[src/rtl/csel_pkg.sv]
package csel_pkg;
  localparam int MIN_LOG2  = 11;
  localparam int OPT_W     = 9;
  localparam int WAIT_W    = 4;
  localparam logic [WAIT_W-1:0] WAIT_NOACK = '1;

  localparam logic [5:0] BASE_OFS = 6'h00;
  localparam logic [5:0] OPT_OFS  = 6'h10;
  localparam logic [5:0] PIN_OFS  = 6'h20;
  localparam logic [5:0] PORT_OFS = 6'h30;
  localparam int FIELDS_PER_REG   = 6;

  typedef enum logic [1:0] {
    PIN_DISC = 2'd0,
    PIN_ALT  = 2'd1,
    PIN_CS8  = 2'd2,
    PIN_CS16 = 2'd3
  } pin_code_e;

  // boot select: 14 waits, data strobe ignored, both lanes, read and write
  localparam logic [OPT_W-1:0] BOOT_OPT = 9'h1CF;
  localparam logic [2:0] BOOT_SIZE = 3'd7;

  // number of address bits above MIN_LOG2 left out of the compare
  function automatic logic [3:0] size_span(input logic [2:0] code);
    case (code)
      3'd0: return 4'd0;
      3'd1: return 4'd2;
      3'd2: return 4'd3;
      3'd3: return 4'd5;
      3'd4: return 4'd6;
      3'd5: return 4'd7;
      3'd6: return 4'd8;
      default: return 4'd9;
    endcase
  endfunction
endpackage

[src/rtl/csel_regs.sv]
module csel_regs
  import csel_pkg::*;
#(
  parameter int NUM_SEL = 12,
  parameter int REG_W   = 16
) (
  input  logic                              clk,
  input  logic                              rst,
  input  logic                              reg_we,
  input  logic [5:0]                        reg_addr,
  input  logic [REG_W-1:0]                  reg_wdata,
  output logic [NUM_SEL-1:0][REG_W-1:0]     base_q,
  output logic [NUM_SEL-1:0][OPT_W-1:0]     opt_q,
  output logic [NUM_SEL-1:0][1:0]           pin_q,
  output logic [NUM_SEL-1:0]                port_q
);
  always_ff @(posedge clk) begin
    if (rst) begin
      for (int i = 0; i < NUM_SEL; i++) begin
        base_q[i] <= '0;
        opt_q[i]  <= '0;
        pin_q[i]  <= PIN_ALT;
      end
      base_q[0] <= {{(REG_W-3){1'b0}}, BOOT_SIZE};
      opt_q[0]  <= BOOT_OPT;
      pin_q[0]  <= PIN_CS16;
      port_q    <= '0;
    end else if (reg_we) begin
      for (int i = 0; i < NUM_SEL; i++) begin
        if (reg_addr == BASE_OFS + 6'(i)) base_q[i] <= reg_wdata;
        if (reg_addr == OPT_OFS + 6'(i))  opt_q[i]  <= reg_wdata[OPT_W-1:0];
        if (reg_addr == PIN_OFS + 6'(i / FIELDS_PER_REG))
          pin_q[i] <= reg_wdata[2*(i % FIELDS_PER_REG) +: 2];
      end
      if (reg_addr == PORT_OFS) port_q <= reg_wdata[NUM_SEL-1:0];
    end
  end
endmodule

[src/rtl/csel_match.sv]
module csel_match
  import csel_pkg::*;
#(
  parameter int HI_W = 13
) (
  input  logic [HI_W-1:0]  addr_hi,
  input  logic [HI_W+2:0]  base,
  input  logic [OPT_W-1:0] opt,
  input  logic             pin_cs,
  input  logic             bus_rd,
  input  logic             bus_ub,
  input  logic             bus_lb,
  input  logic             bus_ds,
  output logic             hit
);
  logic [3:0] span;
  logic addr_ok, rw_ok, lane_ok, ds_ok;

  always_comb begin
    span    = size_span(base[2:0]);
    addr_ok = 1'b1;
    for (int b = 0; b < HI_W; b++) begin
      if (b >= int'(span) && addr_hi[b] != base[b+3]) addr_ok = 1'b0;
    end
  end

  assign rw_ok   = bus_rd ? opt[0] : opt[1];
  assign lane_ok = (opt[2] & bus_lb) | (opt[3] & bus_ub);
  assign ds_ok   = ~opt[4] | bus_ds;
  assign hit     = pin_cs & addr_ok & rw_ok & lane_ok & ds_ok;
endmodule

[src/rtl/csel_wait.sv]
module csel_wait
  import csel_pkg::*;
(
  input  logic              clk,
  input  logic              rst,
  input  logic              strobe,
  input  logic              start,
  input  logic [WAIT_W-1:0] start_wait,
  input  logic              start_wide,
  output logic              ack8,
  output logic              ack16
);
  logic              busy;
  logic              wide_q;
  logic [WAIT_W-1:0] cnt;

  always_ff @(posedge clk) begin
    if (rst) begin
      busy   <= 1'b0;
      wide_q <= 1'b0;
      cnt    <= '0;
      ack8   <= 1'b0;
      ack16  <= 1'b0;
    end else begin
      ack8  <= 1'b0;
      ack16 <= 1'b0;
      if (!strobe) begin
        busy <= 1'b0;
      end else if (start) begin
        wide_q <= start_wide;
        if (start_wait == WAIT_NOACK) begin
          busy <= 1'b0;
        end else if (start_wait == '0) begin
          busy  <= 1'b0;
          ack8  <= ~start_wide;
          ack16 <= start_wide;
        end else begin
          busy <= 1'b1;
          cnt  <= start_wait - 1'b1;
        end
      end else if (busy) begin
        if (cnt == '0) begin
          busy  <= 1'b0;
          ack8  <= ~wide_q;
          ack16 <= wide_q;
        end else begin
          cnt <= cnt - 1'b1;
        end
      end
    end
  end
endmodule

[src/rtl/csel_unit.sv]
module csel_unit
  import csel_pkg::*;
#(
  parameter int NUM_SEL            = 12,
  parameter int ADDR_W             = 24,
  parameter logic [NUM_SEL-1:0] DISC_MASK = 12'h0FE,
  localparam int HI_W              = ADDR_W - MIN_LOG2,
  localparam int REG_W             = HI_W + 3
) (
  input  logic               clk,
  input  logic               rst,
  input  logic               reg_we,
  input  logic [5:0]         reg_addr,
  input  logic [REG_W-1:0]   reg_wdata,
  input  logic               bus_as,
  input  logic [HI_W-1:0]    bus_addr_hi,
  input  logic               bus_rd,
  input  logic               bus_ub,
  input  logic               bus_lb,
  input  logic               bus_ds,
  input  logic [NUM_SEL-1:0] alt_in,
  output logic [NUM_SEL-1:0] pin_out,
  output logic               ack8,
  output logic               ack16
);
  logic [NUM_SEL-1:0][REG_W-1:0] base_q;
  logic [NUM_SEL-1:0][OPT_W-1:0] opt_q;
  logic [NUM_SEL-1:0][1:0]       pin_q;
  logic [NUM_SEL-1:0]            port_q;
  logic [NUM_SEL-1:0]            hit;
  logic [NUM_SEL-1:0]            cs_cfg;
  logic                          strobe_q;
  logic                          start;
  logic [WAIT_W-1:0]             sel_wait;
  logic                          sel_wide;

  csel_regs #(.NUM_SEL(NUM_SEL), .REG_W(REG_W)) u_regs (
    .clk(clk), .rst(rst), .reg_we(reg_we), .reg_addr(reg_addr),
    .reg_wdata(reg_wdata), .base_q(base_q), .opt_q(opt_q),
    .pin_q(pin_q), .port_q(port_q)
  );

  for (genvar g = 0; g < NUM_SEL; g++) begin : g_sel
    assign cs_cfg[g] = pin_q[g][1];

    csel_match #(.HI_W(HI_W)) u_match (
      .addr_hi(bus_addr_hi), .base(base_q[g]), .opt(opt_q[g]),
      .pin_cs(cs_cfg[g]), .bus_rd(bus_rd), .bus_ub(bus_ub),
      .bus_lb(bus_lb), .bus_ds(bus_ds), .hit(hit[g])
    );

    always_ff @(posedge clk) begin
      if (rst) begin
        pin_out[g] <= 1'b1;
      end else begin
        case (pin_q[g])
          PIN_CS8, PIN_CS16: pin_out[g] <= ~(hit[g] & bus_as);
          PIN_DISC:          pin_out[g] <= DISC_MASK[g] ? port_q[g] : alt_in[g];
          default:           pin_out[g] <= alt_in[g];
        endcase
      end
    end
  end

  // lowest-numbered matching select supplies wait count and width
  always_comb begin
    sel_wait = WAIT_NOACK;
    sel_wide = 1'b0;
    for (int i = NUM_SEL - 1; i >= 0; i--) begin
      if (hit[i]) begin
        sel_wait = opt_q[i][8:5];
        sel_wide = (pin_q[i] == PIN_CS16);
      end
    end
  end

  always_ff @(posedge clk) begin
    if (rst) strobe_q <= 1'b0;
    else     strobe_q <= bus_as;
  end

  assign start = bus_as & ~strobe_q & (|hit);

  csel_wait u_wait (
    .clk(clk), .rst(rst), .strobe(bus_as), .start(start),
    .start_wait(sel_wait), .start_wide(sel_wide),
    .ack8(ack8), .ack16(ack16)
  );
endmodule

[config.mk]
export PLATFORM = sky130hd
export DESIGN_NAME = csel_unit
export DESIGN_NICKNAME = d
export VERILOG_FILES = /design/src/rtl/csel_pkg.sv /design/src/rtl/csel_regs.sv /design/src/rtl/csel_match.sv /design/src/rtl/csel_wait.sv /design/src/rtl/csel_unit.sv
export SDC_FILE = /design/constraint.sdc
export NUM_CORES = 1
export LEC_CHECK = 0
export BUFFER_PORTS_ARGS = -buffer_cell sky130_fd_sc_hd__buf_2
export CORE_AREA = 2 2 178 180
export CTS_CLUSTER_DIAMETER = 200
export DETAILED_ROUTE_END_ITERATION = 16
export DIE_AREA = 0 0 180 182
export GPL_TIMING_DRIVEN = 0
export PLACE_DENSITY = 0.75
export SYNTH_ARGS = -nofsm -noshare
export SYNTH_HDL_FRONTEND = slang
export SYNTH_SLANG_ARGS = --single-unit
[constraint.sdc]
create_clock -name clk -period 3.73 [get_ports clk]
set_input_delay 0.746 -clock clk [delete_from_list [all_inputs] [get_ports clk]]
set_output_delay 0.746 -clock clk [all_outputs]
set_load 0.02 [all_outputs]
==> impl_metrics.csv <==
group,metric,value,unit
synth,synth-edff-count,0,
die,ioPinCount,69,
global_routing,grt_pass1_vias,15450,
global_routing,antenna_found_initial,0,
critical_path,endpoint_kind,"register",
placed_design,placed_cell_area,0.01776,mm²
critical_path,critPathSlowestCell,"or4b_4",
drt,drtIter0Drc,2282,
timing,hold_ws,449.1,ps
drt,drcViolationCount,0,
placed_design,port-buffer-count,56,
timing,slew_headroom,0.05387,
synth,synthDominantCellAreaShare,0.4155,
clock_network,clock_tree.root_cell,"clkbuf_16",
clock_network,cts.clk_slew.worst_paths,60,ps
layout,final_area,0.02016,mm²
drt,vias_per_cell,6.343,
power_and_ir_drop,p_seq_frac,0.447,
synth,synth.area.top_cells,"dfxtp_1 (42%), nand2_1 (10%), mux2i_1 (8.3%)",
die,die_width,180,µm
critical_path,startpoint_type,"input port",
layout,final_layout_size_suffix_gt1_frac,0.1279,
outcome,violations,"setup timing",
die,die_y,182,µm
timing,drv_slew,0,
synth,syn_inst,2092,
global_routing,grt_start_max_net_pins,14,
timing,final-setup-viol-count,1,
placed_design,hpwlAfterDp,44000,µm
die,die_area,0.03276,mm²
timing,setup_ws,-15.62,ps
die,core_area,0.03099,mm²
hold_path,hp-class,"input port to register",
power_and_ir_drop,p_per_area,420.9,mW/mm²
flow_run,cap_violations,0,
layout,insertedDiodeCount,0,
clock_network,cts.sinks,352,
synth,syn_avg_cell_area,8.106,µm²
power_and_ir_drop,peakVddDrop,0.3131,mV
layout,areaGrowthSynthToFinish,18.88,%
critical_path,crit_chain,"clkbuf_4, xnor2_1, a22oi_1, or4b_4, a2111oi_4, buf_4, a311oi_2, o31ai_2, o211ai_1, a21oi_2, nand4_1, buf_4, a311oi_2, a211oi_2",
synth,ys_warn_count,0,
timing,hold_viol,0,
global_routing,grt_first_pass_wirelength,94100,µm
critical_path,cp-startpoint,"bus_addr_hi[4]",
outcome,status,"finished, violations left",
clock_network,cts_hold_buf,0,
synth,synth-seq-cells,352,
critical_path,crit_required,4140,ps
layout,finalNetCount,2280,
timing,worstMarginPinSlew,1419,ps
synth,synth_flop_cell,"dfxtp_1",
timing,final.setup_skew,14.47,ps
clock_network,numCtsBuffers,39,
critical_path,worstPathMaxFanout,4,
drt,ant_nets,0,
layout,register_area,0.007053,mm²
clock_network,cts_tree,"done",
critical_path,critPathKind,"input port to register",
layout,fillers,2569,
global_routing,grt_overflow_total,0,
synth,synth-async-reset-ratio,0,
synth,synthDistinctLibCells,84,
die,start_util,0.5473,
power_and_ir_drop,p_clk_frac,0.468,
placed_design,place_congestion,1.013,
synth,syn_nets,2148,
critical_path,ff2ff_path_depth,13,
layout,multi_input_area,0.009803,mm²
critical_path,rr_startpoint,"u_regs.base_q[153]",
power_and_ir_drop,leakage,0.007153,µW
drt,vias,16840,
timing,fin_crit_sh,1.004,
timing,min_period,3746,ps
timing,clock.fmax,0.2670,GHz
critical_path,crit_path_max_incr_delay,620,ps
hold_path,hp-start,"alt_in[9]",
drt,post_drt_wl_per_cell,24.64,µm
timing,rsz0062_at_grt,"true",
synth,synth_area,0.01696,mm²
hold_path,hold_depth,3,
clock_network,insertion_delay,540,ps
power_and_ir_drop,intPower,6358,µW
die,rows,65,
power_and_ir_drop,combPwrFrac,0.085,
global_routing,grt_usage,0.3817,
synth,ys_seq_area_frac,0.4155,
power_and_ir_drop,power.switching,2127,µW
power_and_ir_drop,p_sw_frac,0.2507,
critical_path,arrival,4150,ps
drt,drt_first_pass_iters,5,
drt,route.final.wire_length,65390,µm
clock_network,clockBufferDepth,3,
clock_network,h-tree-depth,2,
synth,netlist.top_cell.by_area,"dfxtp_1",
-- stage by stage --
stage	total power (µW)	setup slack (ps)	instances	TNS, ps	util
final	8485	-15.62	2654	-15.62	0.6506
after global routing	8618	-88.43	2654	-235.3	0.6506
after CTS	8376	5.825	2628	0	0.6269
after detailed placement	4489	-1044	2550	-6520	0.5733
after global placement	4481	-970.3	2550	-6212	0.5733
after floorplan	4207	7.448	2092	0	-
-- routing by layer --
metal  track usage  wire length (µm)
met5             0                 0
met4        0.2807              5466
met3       0.08644              8239
met2        0.5739             27810
met1        0.4809             23880
-- path summary, 6_finish.rpt --
| kind | to | slack (ps) |
|---|---|---|
| hold reg to reg | u_regs.opt_q[4] | 460 |
| setup / recovery | u_wait.cnt[1] | -20 |
| setup reg to reg | u_wait.cnt[1] | 30 |
| hold / removal | pin_out[9] | 450 |
-- logic make-up after synthesis --
| kind of cell | synth area share |
|---|---|
| AO/OA/AOI/OAI | 0.1529 |
| XOR/XNOR | 0.07791 |
| adder cells (fa/ha/maj) | 0.001328 |
| buffers and inverters | 0.04250 |
| flip-flops | 0.4155 |
| multiplexers | 0.08684 |
| AND/OR/NAND/NOR | 0.2230 |
-- registers in the layout, summed over array words and instances, names as in the netlist --
register / cells
u_wait.ack16: 1
u_wait.ack8: 1
u_regs.port_q: 7
pin_out: 12
u_wait.cnt: 4
u_wait.busy: 1
u_wait.wide_q: 1
strobe_q: 1
u_regs.pin_q: 24
u_regs.opt_q: 108
u_regs.base_q: 192
-- layout by cell type, fill, tap and decap left out, types with 14 or more instances in the layout --
master     count
buf_4         37
a211oi_1      19
o21ai_0       23
xnor2_1       79
nand4_1       19
nand2_1      472
a21oi_1      218
xor2_1        48
clkbuf_1     109
nor3_1        27
nand3_1       37
inv_1         38
nor2_1       172
nand2b_1      33
clkbuf_16     42
o211ai_1      14
dfxtp_1      349
xnor2_2       19
buf_2         53
and2_1        14
mux2i_1      138
-- final cells by class --
cell class / count / share of cell area
clock inverter: 12 / 0.006827
clock buffer: 57 / 0.05784
tap: 402 / 0.02495
sequential: 352 / 0.3498
inverter: 39 / 0.007261
buffer: 132 / 0.03699
timing repair buffer: 92 / 0.03004
multi-input combinational: 1568 / 0.4863
-- worst max-delay path: cells and delay by family --
family                 cells  cell delay [ps]
AO/OA/AOI/OAI              8             1730
AND/OR/NAND/NOR            2              860
buffers and inverters      3              590
XOR/XNOR                   1              210
-- what timing repair did --
action / CTS / global route
resized for setup: 59 / 101
buffers inserted: 10 / 25
pin swaps: 9 / 31
endpoints found under the setup margin: 7 / 5
cloned: 0 / 1
-- cells in the mapped netlist (6+ instances only) --
cell type / n
a31oi_1: 14
clkbuf_1: 102
or2_2: 7
inv_1: 38
xnor2_1: 99
o21ai_0: 29
a21o_1: 7
buf_4: 6
o211ai_1: 14
a211oi_1: 24
nand4_1: 19
xor2_1: 50
and2_1: 14
o22ai_1: 9
buf_2: 12
or4_1: 8
buf_1: 8
nor3_1: 30
and3_1: 6
a22o_1: 6
nand2b_1: 33
nor2b_1: 9
nor4_1: 11
nand3_1: 38
a21oi_1: 224
a22oi_1: 13
dfxtp_1: 352
o21a_1: 6
mux2i_1: 140
nand2_1: 473
nor2_1: 174
-- power by group through the flow --
| stage | clock network, µW | registers [µW] | logic, µW |
|---|---|---|---|
| 3_5_place_dp | 0 | 3880 | 611 |
| 3_3_place_gp | 0 | 3880 | 604 |
| 5_1_grt | 4100 | 3800 | 726 |
| 4_1_cts | 3940 | 3800 | 636 |
| 6_report | 3970 | 3800 | 722 |
| 2_1_floorplan | 0 | 3880 | 324 |
Note: power is estimated with default switching activity, not from simulation.
